### src/rtl/hh_bus_router.sv
module hh_bus_router #(
  parameter int VB = 1,
  parameter int WB = 3,
  parameter logic [15:0] VBANK_REG = 16'hFF4F,
  parameter logic [15:0] BOOT_REG  = 16'hFF50,
  parameter logic [15:0] WBANK_REG = 16'hFF70,
  localparam int MA_W = (12 + WB > 13 + VB) ? 12 + WB : 13 + VB
) (
  input  logic            clk,
  input  logic            rst_n,
  input  logic            color_mode,
  input  logic [15:0]     addr,
  input  logic            rd,
  input  logic            wr,
  input  logic            peek,
  input  logic [7:0]      wdata,
  output logic [7:0]      rdata,
  output logic            cart_rd,
  output logic            cart_wr,
  input  logic [7:0]      cart_rdata,
  output logic            io_rd,
  output logic            io_wr,
  input  logic [7:0]      io_rdata,
  output logic [2:0]      mem_sel,
  output logic [MA_W-1:0] mem_addr,
  output logic            mem_rd,
  output logic            mem_wr,
  input  logic [7:0]      mem_rdata,
  input  logic            vram_rd_ok,
  input  logic            vram_wr_ok,
  input  logic            oam_rd_ok,
  input  logic            oam_wr_ok,
  input  logic            dma_active,
  input  logic [7:0]      dma_src_hi,
  input  logic            dma_oam_ok
);
  localparam logic [3:0] T_NONE = 4'd0, T_BOOT = 4'd1, T_VID = 4'd2, T_WORK = 4'd3,
                         T_OBJ = 4'd4, T_HIGH = 4'd5, T_CART = 4'd6, T_IO = 4'd7,
                         T_REG = 4'd8;

  logic [VB-1:0] vbank;
  logic [WB-1:0] wbank;
  logic          boot_off;
  logic [3:0]    tgt;
  logic          rok, wok;
  logic [7:0]    reg_rdata;

  wire [WB-1:0] wsel    = (wbank == '0) ? WB'(1) : wbank;
  wire          in_io   = (addr[15:7] == 9'h1FE) || (addr == 16'hFFFF);
  wire          in_high = (addr[15:7] == 9'h1FF) && (addr != 16'hFFFF);
  wire          in_obj  = (addr >= 16'hFE00) && (addr < 16'hFEA0);
  wire          in_echo = (addr >= 16'hE000) && (addr < 16'hFE00);
  wire          overlay = !boot_off && ((addr < 16'h0100) ||
                          (color_mode && addr >= 16'h0200 && addr < 16'h0900));
  wire          is_reg  = (addr == VBANK_REG) || (addr == BOOT_REG) || (addr == WBANK_REG);

  always_comb begin
    tgt = T_NONE;
    rok = 1'b0;
    wok = 1'b0;
    if (dma_active) begin
      if (addr < 16'h8000) begin
        if (dma_src_hi >= 8'h80) begin
          tgt = T_CART;
          rok = 1'b1;
        end
      end else if (in_echo) begin
        tgt = T_WORK; rok = 1'b1; wok = 1'b1;
      end else if (in_obj) begin
        if (dma_oam_ok) begin
          tgt = T_OBJ; rok = 1'b1; wok = 1'b1;
        end
      end else if (in_io) begin
        tgt = T_IO; rok = 1'b1; wok = 1'b1;
      end else if (in_high) begin
        tgt = T_HIGH; rok = 1'b1; wok = 1'b1;
      end
    end else begin
      if (addr < 16'h8000) begin
        if (overlay) begin
          tgt = T_BOOT; rok = 1'b1;
        end else begin
          tgt = T_CART; rok = 1'b1; wok = 1'b1;
        end
      end else if (addr < 16'hA000) begin
        tgt = T_VID; rok = vram_rd_ok; wok = vram_wr_ok;
      end else if (addr < 16'hC000) begin
        tgt = T_CART; rok = 1'b1; wok = 1'b1;
      end else if (addr < 16'hFE00) begin
        tgt = T_WORK; rok = 1'b1; wok = 1'b1;
      end else if (in_obj) begin
        tgt = T_OBJ; rok = oam_rd_ok; wok = oam_wr_ok;
      end else if (in_io) begin
        tgt = T_IO; rok = 1'b1; wok = 1'b1;
      end else if (in_high) begin
        tgt = T_HIGH; rok = 1'b1; wok = 1'b1;
      end
    end
    if (tgt == T_IO && is_reg) tgt = T_REG;
  end

  always_comb begin
    case (tgt)
      T_BOOT:  mem_addr = MA_W'(addr[11:0]);
      T_VID:   mem_addr = MA_W'({vbank, addr[12:0]});
      T_WORK:  mem_addr = MA_W'({addr[12] ? wsel : {WB{1'b0}}, addr[11:0]});
      T_OBJ:   mem_addr = MA_W'(addr[7:0]);
      T_HIGH:  mem_addr = MA_W'(addr[6:0]);
      default: mem_addr = '0;
    endcase
  end

  assign mem_sel = (tgt <= T_HIGH) ? tgt[2:0] : 3'd0;
  wire   is_mem  = (mem_sel != 3'd0);
  wire   act_rd  = rd && !peek;

  assign cart_rd = act_rd && rok && tgt == T_CART;
  assign cart_wr = wr && wok && tgt == T_CART;
  assign io_rd   = act_rd && rok && tgt == T_IO;
  assign io_wr   = wr && wok && tgt == T_IO;
  assign mem_rd  = act_rd && rok && is_mem;
  assign mem_wr  = wr && wok && is_mem;

  always_comb begin
    if (addr == VBANK_REG)      reg_rdata = {{(8-VB){1'b1}}, vbank};
    else if (addr == WBANK_REG) reg_rdata = {{(8-WB){1'b1}}, wbank};
    else                        reg_rdata = {7'h7F, boot_off};
  end

  always_comb begin
    if (!rok)                rdata = 8'hFF;
    else if (tgt == T_CART)  rdata = cart_rdata;
    else if (tgt == T_IO)    rdata = io_rdata;
    else if (tgt == T_REG)   rdata = reg_rdata;
    else if (is_mem)         rdata = mem_rdata;
    else                     rdata = 8'hFF;
  end

  always_ff @(posedge clk) begin
    if (!rst_n) begin
      vbank    <= '0;
      wbank    <= '0;
      boot_off <= 1'b0;
    end else if (wr && wok && tgt == T_REG) begin
      if (addr == VBANK_REG)      vbank    <= wdata[VB-1:0];
      else if (addr == WBANK_REG) wbank    <= wdata[WB-1:0];
      else                        boot_off <= boot_off | wdata[0];
    end
  end
endmodule

### config.mk
export PLATFORM = sky130hd
export DESIGN_NAME = hh_bus_router
export DESIGN_NICKNAME = d
export VERILOG_FILES = /design/src/rtl/hh_bus_router.sv
export SDC_FILE = /design/constraint.sdc
export NUM_CORES = 1
export LEC_CHECK = 0
export ABC_AREA = 1
export CAP_MARGIN = 25
export CORE_MARGIN = 2
export CORE_UTILIZATION = 36
export DETAILED_ROUTE_END_ITERATION = 8
export HOLD_SLACK_MARGIN = 0.06
export PLACE_DENSITY = 0.87
export SLEW_MARGIN = 30
export SYNTH_ARGS = -nofsm -noshare
export SYNTH_HDL_FRONTEND = slang
export SYNTH_SLANG_ARGS = --single-unit
### constraint.sdc
create_clock -name clk -period 9.4 [get_ports clk]
set_clock_uncertainty 0.1 [all_clocks]
set_input_delay 2.82 -clock clk [delete_from_list [all_inputs] [get_ports clk]]
set_output_delay 2.82 -clock clk [all_outputs]
set_load 0.02 [all_outputs]
-- After elaboration in Yosys (flattened, before gate mapping)
Index checks and enable logic that the tools add are counted.
- reductions and logical operators: 28
- $lt $le $gt $ge: 12
- bitwise gates (word level): 3
- eq/ne operators: 16
- multiplexer cells: 47
- operators by type and width (operator ; number):
    less-than comparator 16 bit, second input constant ; 5
    case mux 15 bit (5 select lines) ; 1
    == test 16 bit, second input constant ; 4
    2-to-1 mux 3 bit ; 14
    2-to-1 mux 8 bit ; 5
    >= comparator 16 bit, second input constant ; 2
    2-to-1 mux 4 bit ; 6
    2-to-1 mux 1 bit ; 21
    == test 4 x 3 -> 1 bit, second input constant ; 5
    == test 9 bit, second input constant ; 2
    logical AND 1 bit ; 17
    >= comparator 16 x 10 -> 1 bit, second input constant ; 1
    less-than comparator 16 x 12 -> 1 bit, second input constant ; 1
    less-than comparator 16 x 9 -> 1 bit, second input constant ; 1
    != test 16 bit, second input constant ; 1
    == test 4 x 2 -> 1 bit, second input constant ; 2
    >= comparator 8 bit, second input constant ; 1
    AND reduction 3 bit ; 2
    == test 4 x 1 -> 1 bit, second input constant ; 1
    == test 4 bit, second input constant ; 1
    less-or-equal comparator 4 x 3 -> 1 bit, second input constant ; 1
    logical OR 1 bit ; 4
    zero test 3 bit ; 1
    nonzero test 3 bit ; 1
    other kinds (4) ; 6
- flip-flop bits (word level): 5
- input bits: 68
- output and inout port bits: 32
- word-level logic and storage cells: 109

-- Logic depth before layout (Yosys ltp)
Gate-level depths: netlist of run 1.
- depth after elaboration: 21
- mapped depth: 16
- depth with buffers taken out: 16

-- Least setup slack after synthesis of run 1
Ideal clock, no wire load.
- path kind: input to output
- from: input port addr[9]
- to: output port mem_addr[12]
- required time: 6.480 ns
- arrival time: 4.465 ns
- stages: 12
- path slack: 2.015 ns
- buffers on the path: 0
- cells stage by stage: inv_1 > nor2_2 > nand3_2 > inv_2 > nand2_1 > nand3_1 > nand2_1 > nand2_2 > inv_1 > nor2_1 > nand2_1 > a21oi_1
- longest elaborated chain between the ends: 15
- elaborated cells on any way between the ends: 48
- those cells by class: 10 x order compare; 13 x eq/ne; 14 x mux; 11 x reduce/logical
- RTL lines (element ; line ; RTL):
    start, declared ; 12 ; input logic [15:0] addr,
    parallel branches: the longest is 12 deep, another holds >= comparator 16 bit ; n/a ;
    2-to-1 mux 4 bit * ; 99 ; if (tgt == T_IO && is_reg) tgt = T_REG;
    == test 4 x 3 -> 1 bit, or another cell as far along ; 103 ; case (tgt)
    case mux 15 bit (5 select lines) * ; 103 ;
    end, declared ; 25 ; output logic [MA_W-1:0] mem_addr,
Mark *: on every way between the ends.

-- Final worst setup path of run 1
- from: input port addr[15]
- to: output port rdata[3]
- longest elaborated chain between the ends: 21
- elaborated cells on any way between the ends: 64
- those cells by class: 11 x order compare; 11 x eq/ne; 30 x mux; 12 x reduce/logical
- RTL lines (element ; line ; RTL):
    parallel branches: the longest is 20 deep, another holds >= comparator 16 bit ; n/a ;
    2-to-1 mux 8 bit * ; 131 ; if (!rok) rdata = 8'hFF;
    end, declared ; 17 ; output logic [7:0] rdata,
Marks and branches as above.

==> metrics.txt, run 1 <==
CP Max Fanout 15; final net count 417; DRC viols 0; max-slew violations 0; root buffer cell clkbuf_4; grt ovf 0; number of max-cap violations 0; n_diodes 0; cells after synthesis 259; Final Wtd Congestion about 0.93; Fillers between 300 and 400; Fin. Hold Viols 0; post-CTS sizing 0; routed length per instance roughly 11 um; CTS tree done; RSZ-0062 raised after global routing false; io pins 100; floorplan core area around 3300 sq um; Final Cell Area 2190 sq um; Synth area leader nand2_1; # setup viols final 0; Clock Tree Buf Depth 2; initial core utilization about 38%; #FFs+latches synth 5; Yosys top cell area share between 10% and 20%; vias per inst between 4 and 5; top-count cell post-synth nand2_1; vias in the first global route roughly 1700; Peak supply drop about 76 uV; Netlist cell types 24; DRT iter0 DRCs about 120; Power Density approximately 70 nW/um^2; setup bufs post-CTS 0; Post-synth EDFFs 0; layout cells sized above 1 under 10%; Worst setup SP type input port; Async S/R FF share, synth 0%; Period minus WS final around 8.6 ns; Die Y 63.0 um; clock latency at the later pin of the worst-skew pair ~0.24 ns; crit end category primary output; Inserted Clock Buffers 3; CTS clock-pin slew for the worst setup and hold paths ~0.040 ns; die area roughly 4000 sq um; Commonest cells post-synth nand2_1 (65), nor2_1 (58), inv_1 (41); Mapped Nets approximately 330; arrival time at the worst endpoint 5.67 ns; IO Port Bufs 87; Crit Path Category in2out; slew margin rel. about three quarters; status completed; pin count of the biggest net entering global routing 18; total length of routed wires approximately 4500 um; Die X between 60 and 70 um; hold_buf cts 0; total clock sinks 5; Final Cycle Share a little over 90%; measured slew at the worst slew-check pin 0.367 ns; setup tns final 0 ns; post-route ant nets 0; min-delay worst type reg2reg; placed wire-length estimate around 3700 um; fmax about 120 MHz; Req. time, crit path 6.48 ns; Synth Flop Type dfxtp_1; hold slack between 0.3 and 0.4 ns; initial antenna violation count 0; Leak Pwr approximately 1.0 nW; Layout area overhead 74.4%; Seq/Total Area, Yosys between 7 and 8%; # rows 21; first-pass iteration count of the detailed router 4; All-Layer GR Usage ~22%; YS warnings 0; Vias ~1900; Final Total Pwr 0.156 mW; dpl cell area 2160 sq um; Mapped Area 1250 sq um; ranking of synthesized cells by area nand2_1 (19%), nor2_1 (17%), inv_1 (12%); htree depth 1; global-route wire length before repair ~7300 um; Avg Cell Area, Syn approximately 4.8 sq um
-- worst paths after layout --
path / slack [ns] / depth (start not counted) / end / startpoint
setup / recovery: 0.81 / 16 / rdata[3] / addr[15]
hold / removal: 0.39 / 2 / boot_off / boot_off
setup reg to reg: 7.75 / 10 / vbank / boot_off
hold reg to reg: 0.39 / 2 / boot_off / boot_off
-- critical path, stage by stage --
cell and delay, ns:
clkdlybuf4s50_1 0.61, nand2_2 0.12, nor2_4 0.18, nand2_2 0.12, nor2_2 0.14, nand2_1 0.09, nand2_1 0.07, nand2_1 0.08
nand2_4 0.12, inv_2 0.05, nand2_2 0.12, nand2_2 0.10, inv_2 0.24, o21ai_0 0.12, nand2_1 0.06, clkdlybuf4s50_1 0.61
-- stage by stage --
step / utilization, % / setup WS, ns / instances
2_1_floorplan: - / 2.02 / 259
3_3_place_gp: 64.7 / 0.854 / 390
3_5_place_dp: 64.7 / 0.812 / 390
4_1_cts: 65.5 / 0.812 / 394
5_1_grt: 65.5 / 0.617 / 394
6_report: 65.5 / 0.811 / 394
-- flip-flops by register name, indices dropped and copies added, names as in the netlist --
signal / flops
wbank: 3
boot_off: 1
vbank: 1
-- cell usage in the layout (no fill, tap or decap), types with 2 or more instances in the layout --
cell,n
nor2_1,58
dfxtp_1,5
nand2_1,65
nand4_1,10
clkbuf_4,3
nand3_1,23
inv_1,41
clkdlybuf4s50_1,87
inv_2,6
nand2_2,5
nand2_4,2
nor2_2,2
nor3_1,7
a21oi_1,12
o21ai_0,10
nand3_2,2
-- cell type report --
| class | instances | area [sq um] | area share, % |
|---|---|---|---|
| multi-input combinational | 205 | 955 | 43.7 |
| timing repair buffer | 87 | 871 | 39.8 |
| inverter | 47 | 176 | 8.07 |
| sequential | 5 | 100 | 4.58 |
| tap | 46 | 57.6 | 2.63 |
| clock buffer | 4 | 26.3 | 1.20 |
-- report_power, final --
group	leakage [nW]	total (mW)	internal, mW	switching, mW
logic	0.971	0.110	0.0527	0.0572
registers	0.0402	0.0213	0.0213	0.0000000271
clock network	0.0150	0.0249	0.0161	0.00882
total	1.03	0.156	0.0901	0.0660
-- cell families after synthesis --
group	after synthesis	share of synthesized area (%)
and+or+nand+nor	179	65.1
buffers and inverters	49	15.9
AOI/OAI and AO/OA	26	11.1
DFF	5	7.98
-- layer usage --
| metal | vias to the layer above | GRT usage (%) | wire [um] |
|---|---|---|---|
| met5 | - | 0 | 0 |
| met1 | 857 | 26.7 | 1970 |
| met3 | 4 | 3.24 | 267 |
| met4 | 0 | 5.83 | 36 |
| met2 | 59 | 39.8 | 2250 |
| li1 | 1003 | - | - |
Power figures use the tool's default switching activity.
==> inputs of run 2 (changes only) <==
- ABC_AREA: 1 -> unset
- CORE_UTILIZATION: 36 -> 34
- TNS_END_PERCENT: unset -> 5
==> run 2 against run 1 <==
Effect of this change:
- first-iteration DRC count down 65%
- core utilization decreased by 0.34 points
- cell area fell by 7.5%
- routed wire length shrank 16%
- clock power down 2%
- sequential power about the same
- sequential share of layout area increased by 0.37 points
- setup slack got worse by 0.060 ns
- synthesized area down 10%
==> metrics.txt, run 2 <==
routed length per instance 13.2 um (+15%); M1 WL 1730 um (-12%); Highest Signal Layer met4; met2 routed WL 1790 um (-20%); worst r2r src boot_off; # setup viols final 0 (unchanged); fmax 116 MHz (-0.69%); IO Port Bufs 87 (unchanged); Yosys top cell area share 10.0% (-9.4 points); Synth Area in Compound Gates 31.9% (+21 points); pin count of the biggest net entering global routing 16 (-2); Async S/R FF share, synth 0% (unchanged); setup tns final 0 ns (unchanged); root buffer cell clkbuf_4; CTS tree done; Mapped Area 1120 sq um (-10%); RSZ-0062 raised after global routing false; top-count cell post-synth nor2_1; number of max-cap violations 0 (unchanged); max-slew violations 0 (unchanged); ranking of synthesized cells by area nor2b_1 (10%), dfxtp_1 (8.9%), nor2_1 (6.4%); io pins 100 (unchanged); Die X 61.5 um (-2.5%); Fillers 290 (-12%); Power Density 71.0 nW/um^2 (-0.57%); Regs by FF count wbank: 3 flops, boot_off: 1 flops, vbank: 1 flops; final net count 313 (-25%); most common cell after layout, fill and taps aside clkdlybuf4s50_1; RR Endpoint boot_off; post-route ant nets 0 (unchanged); layout cells sized above 1 6.97% (+0.36 points); Largest register FFs 3 (unchanged); status completed; n_diodes 0 (unchanged); Fin. Hold Viols 0 (unchanged); initial core utilization 36.2% (-1.4 points); Most flops, register wbank; Synth Area in XOR/XNOR 0% (unchanged); hold slack 0.398 ns (+0.00540 ns); met3 wire length 281 um (+5.2%); total length of routed wires 3810 um (-16%); total clock sinks 5 (unchanged); adder-cell share of the synthesized area 0% (unchanged); Crit Path Category in2out; arrival time at the worst endpoint 5.73 ns (+0.06 ns); Worst setup SP type input port; dpl cell area 2000 sq um (-7.6%); measured slew at the worst slew-check pin 0.699 ns (+0.333 ns); Crit path max-delay family compound AO/OA/AOI/OAI gates; Final Cycle Share 92.0% (+0.63 points); cells after synthesis 161 (-38%); Vias 1499 (-22%); Seq/Total Area, Yosys 8.92% (+0.93 points); grt ovf 0 (unchanged); DRT iter0 DRCs 40 (-65%); vias per inst 5.20 (+6.6%); die area 3780 sq um (-4.9%); Final Total Pwr 0.144 mW (-8.0%); Worst Setup EP rdata[1]; crit end category primary output; All-Layer GR Usage 19.9% (-2.1 points); clock latency at the later pin of the worst-skew pair 0.24 ns (about the same); commonest non-fill, non-tap cells in the layout clkdlybuf4s50_1 (87), nor2_1 (19), nor2b_1 (18); Post-synth EDFFs 0 (unchanged); # rows 20 (-4.8%); final core occ 65.2% (-0.34 points); #FFs+latches synth 5 (unchanged); Final Cell Area 2020 sq um (-7.5%); R2R Setup Slk 7.58 ns (-0.17 ns); CTS clock-pin slew for the worst setup and hold paths 0.04 ns (about the same); first-pass iteration count of the detailed router 4 (unchanged); setup bufs post-CTS 0 (unchanged); post-CTS sizing 0 (unchanged); Netlist cell types 51 (+110%); max incr delay on CP 0.66 ns (+0.05 ns); Mapped Nets 229 (-30%); hold_buf cts 0 (unchanged); Final Wtd Congestion 0.850 (-8.2%); placed wire-length estimate 3160 um (-16%); Critical-path top delay cell clkdlybuf4s50_1; Period minus WS final 8.65 ns (+0.0596 ns); vias in the first global route 1288 (-25%); global-route wire length before repair 5840 um (-19%); Die Y 61.5 um (-2.5%); Reg2Reg Depth 5 (-5); Clock Tree Buf Depth 2 (unchanged); main combinational cell family by area after synthesis simple AND/OR/NAND/NOR gates; Crit path depth 8 (-8); Layout area overhead 80.2%; Hold Crit Depth 1 (-1); Inserted Clock Buffers 3 (unchanged); Leak Pwr 0.709 nW (-31%); Most common cell on crit path clkdlybuf4s50_1; Synth Flop Type dfxtp_1; Crit. Startpoint dma_active; Worst Path Buf+Inv 3 (-1); CP Cell Sequence clkdlybuf4s50_1 -> inv_1 -> o31a_1 -> o21a_1 -> o211ai_2 -> a21oi_1 -> o311ai_2 -> clkdlybuf4s50_1; initial antenna violation count 0 (unchanged); htree depth 1 (unchanged); Peak supply drop 53.7 uV (-29%); min-delay worst type reg2reg; slew margin rel. 53.2% (-22 points); multiplexer area fraction after synthesis 3.57% (+3.6 points); simple-gate share of the synthesized area 48.6% (-16 points); CP Max Fanout 15 (unchanged); YS warnings 0 (unchanged); Avg Cell Area, Syn 6.97 sq um (+44%); Synth area leader nor2b_1; Commonest cells post-synth nor2_1 (19), nor2b_1 (18), nand2_1 (16); DRC viols 0 (unchanged); floorplan core area 3100 sq um (-7.0%); Req. time, crit path 6.48 ns (about the same)
==> run 2: changes by cell type after synthesis, moves of 18 or more <==
cell | previous run | this run
nand2_1 | 65 | 16
nor2_1 | 58 | 19
inv_1 | 41 | 7
nand3_1 | 23 | 5
nor2b_1 | 0 | 18
==> run 2: layout make-up <==
class	count	area, sq um	area share (%)
multi-input combinational	141	943	46.7
timing repair buffer	87	871	43.1
sequential	5	100	4.95
tap	44	55.1	2.72
clock buffer	4	26.3	1.30
inverter	7	26.3	1.30
==> run 2: per-stage QoR <==
stage	setup WS, ns	std cells
global placement	0.816	284
CTS	0.768	288
floorplan	1.76	161
global route	0.564	288
finish	0.751	288
detailed placement	0.764	284
==> run 2: logic make-up after synthesis <==
group	Yosys count
AND/OR/NAND/NOR	95
buffers and inverters	15
AO/OA/AOI/OAI	42
flip-flops	5
multiplexers	4
==> run 2: report_power, final <==
| group | switching, mW | internal, mW |
|---|---|---|
| logic | 0.0458 | 0.0519 |
| clock network | 0.00851 | 0.0160 |
| registers | 0.000000143 | 0.0213 |
| total | 0.0543 | 0.0893 |
==> run 2: worst min path at each step <==
| stage | end | slack, ns | start |
|---|---|---|---|
| after global routing | boot_off | 0.44 | boot_off |
| after floorplan | boot_off | 0.36 | boot_off |
| after detailed placement | boot_off | 0.40 | boot_off |
| after global placement | boot_off | 0.39 | boot_off |
| final | boot_off | 0.40 | boot_off |
| after CTS | boot_off | 0.40 | boot_off |
==> run 2: routing by layer <==
layer | global-route usage [%] | vias to the layer above
li1 | - | 773
met1 | 28.8 | 667
met2 | 32.2 | 57
met3 | 3.15 | 2
met4 | 1.82 | 0
met5 | 0 | -
==> inputs of run 3 (changes only) <==
- CORE_MARGIN: 2 -> unset
==> run 3 against run 2 <==
Effect of this change:
- maximum frequency is 0.31% higher
- combinational power about the same
- sequential share of layout area did not move
- core utilization stayed put
- hold slack improved by 0.0040 ns
- global-route usage up 2.4 points
- clock power is 5% higher
- critical path depth did not move
- non-clock buffer count unchanged
- via count up 2.9%
==> metrics.txt, run 3 (synthesis results as in run 2) <==
Inserted Clock Buffers 3 (unchanged); # rows 20 (unchanged); IO Port Bufs 87 (unchanged); hold_buf cts 0 (unchanged); number of max-cap violations 0 (unchanged); layout cells sized above 1 6.97% (unchanged); placed wire-length estimate 3090 um (-2.2%); root buffer cell clkbuf_4; setup tns final 0 ns (unchanged); All-Layer GR Usage 22.2% (+2.4 points); Regs by FF count wbank: 3 flops, boot_off: 1 flops, vbank: 1 flops; die area 3530 sq um (-6.4%); Peak supply drop 69.7 uV (+30%); Clock Tree Buf Depth 2 (unchanged); htree depth 1 (unchanged); Final Wtd Congestion 0.878 (+3.3%); io pins 100 (unchanged); vias per inst 5.36 (+2.9%); pin count of the biggest net entering global routing 16 (unchanged); final net count 313 (unchanged); worst r2r src boot_off; Final Cycle Share 91.7% (-0.28 points); routed length per instance 13.5 um (+2.3%); Hold Crit Depth 1 (unchanged); Crit Path Category in2out; max-slew violations 0 (unchanged); initial antenna violation count 0 (unchanged); CTS clock-pin slew for the worst setup and hold paths 0.04 ns (about the same); Vias 1543 (+2.9%); post-route ant nets 0 (unchanged); DRC viols 0 (unchanged); Period minus WS final 8.62 ns (-0.0266 ns); commonest non-fill, non-tap cells in the layout clkdlybuf4s50_1 (87), nor2_1 (19), nor2b_1 (18); clock latency at the later pin of the worst-skew pair 0.25 ns (about the same); DRT iter0 DRCs 77 (+93%); # setup viols final 0 (unchanged); Reg2Reg Depth 5 (unchanged); crit end category primary output; global-route wire length before repair 6070 um (+3.8%); total clock sinks 5 (unchanged); n_diodes 0 (unchanged); post-CTS sizing 0 (unchanged); Power Density 71.7 nW/um^2 (+0.92%); measured slew at the worst slew-check pin 0.734 ns (+0.0342 ns); first-pass iteration count of the detailed router 4 (unchanged); HP Start boot_off; CP Max Fanout 15 (unchanged); CTS tree done; arrival time at the worst endpoint 5.70 ns (-0.03 ns); min-delay worst type reg2reg; RR Endpoint boot_off; Final Cell Area 2020 sq um (unchanged); RSZ-0062 raised after global routing false; fmax 116 MHz (+0.31%); initial core utilization 36.2% (unchanged); Leak Pwr 0.709 nW (unchanged); dpl cell area 2000 sq um (unchanged); Largest register FFs 3 (unchanged); setup bufs post-CTS 0 (unchanged); grt ovf 0 (unchanged); Worst setup SP type input port; Layout area overhead 80.2% (unchanged); most common cell after layout, fill and taps aside clkdlybuf4s50_1; WHS Endpoint boot_off; Fin. Hold Viols 0 (unchanged); R2R Setup Slk 7.57 ns (about the same); Die X 59.5 um (-3.3%); slew margin rel. 50.9% (-2.3 points); vias in the first global route 1350 (+4.8%); floorplan core area 3100 sq um (unchanged); total length of routed wires 3890 um (+2.3%); Most flops, register wbank; Die Y 59.5 um (-3.3%); Req. time, crit path 6.48 ns (about the same); status completed
[run 3: where the power goes]
group	switching, mW	total [mW]	internal (mW)
clock	0.00957	0.0257	0.0161
sequential	0.000000146	0.0213	0.0213
combinational	0.0460	0.0979	0.0520
total	0.0556	0.145	0.0893
[run 3: per-layer routing]
layer,global-route usage [%],wire length (um),vias to the layer above
li1,-,-,770
met1,28.7,1640,687
met2,38.2,1880,82
met3,4.37,347,4
met4,4.08,26,0
met5,0,0,-
[run 3: through the flow]
| step | instances | utilization (%) | hold slack (ns) | setup WS (ns) | total power, mW |
|---|---|---|---|---|---|
| final | 288 | 65.2 | 0.402 | 0.778 | 0.145 |
| after floorplan | 161 | - | 0.356 | 1.76 | 0.0692 |
| after global placement | 284 | 64.3 | 0.381 | 0.808 | 0.118 |
| after global routing | 288 | 65.2 | 0.431 | 0.484 | 0.154 |
| after detailed placement | 284 | 64.3 | 0.394 | 0.781 | 0.119 |
| after CTS | 288 | 65.2 | 0.404 | 0.783 | 0.146 |
[run 3: final cells by class]
type / instances / area (sq um)
inverters: 7 / 26.3
well taps: 44 / 55.1
fillers: 304 / 1080
clock buffers: 4 / 26.3
repair buffers: 87 / 871
multi-input cells: 141 / 943
flip-flops and latches: 5 / 100
[run 3: how the worst max path moves through the flow]
stage / from / end / slack (ns) / cells after the start
floorplan: addr[8] / rdata[3] / 1.76 / 7
global placement: dma_active / rdata[1] / 0.81 / 8
detailed placement: dma_active / rdata[1] / 0.78 / 8
CTS: addr[5] / io_rd / 0.78 / 8
global route: addr[5] / io_rd / 0.48 / 8
finish: dma_active / rdata[2] / 0.78 / 8
[run 3: critical path, stage by stage]
cell and delay, ns:
clkdlybuf4s50_1 0.62, inv_1 0.12, o31a_1 0.33, o21a_1 0.22, o211ai_2 0.52, a21oi_1 0.13, o311ai_2 0.28, clkdlybuf4s50_1 0.65
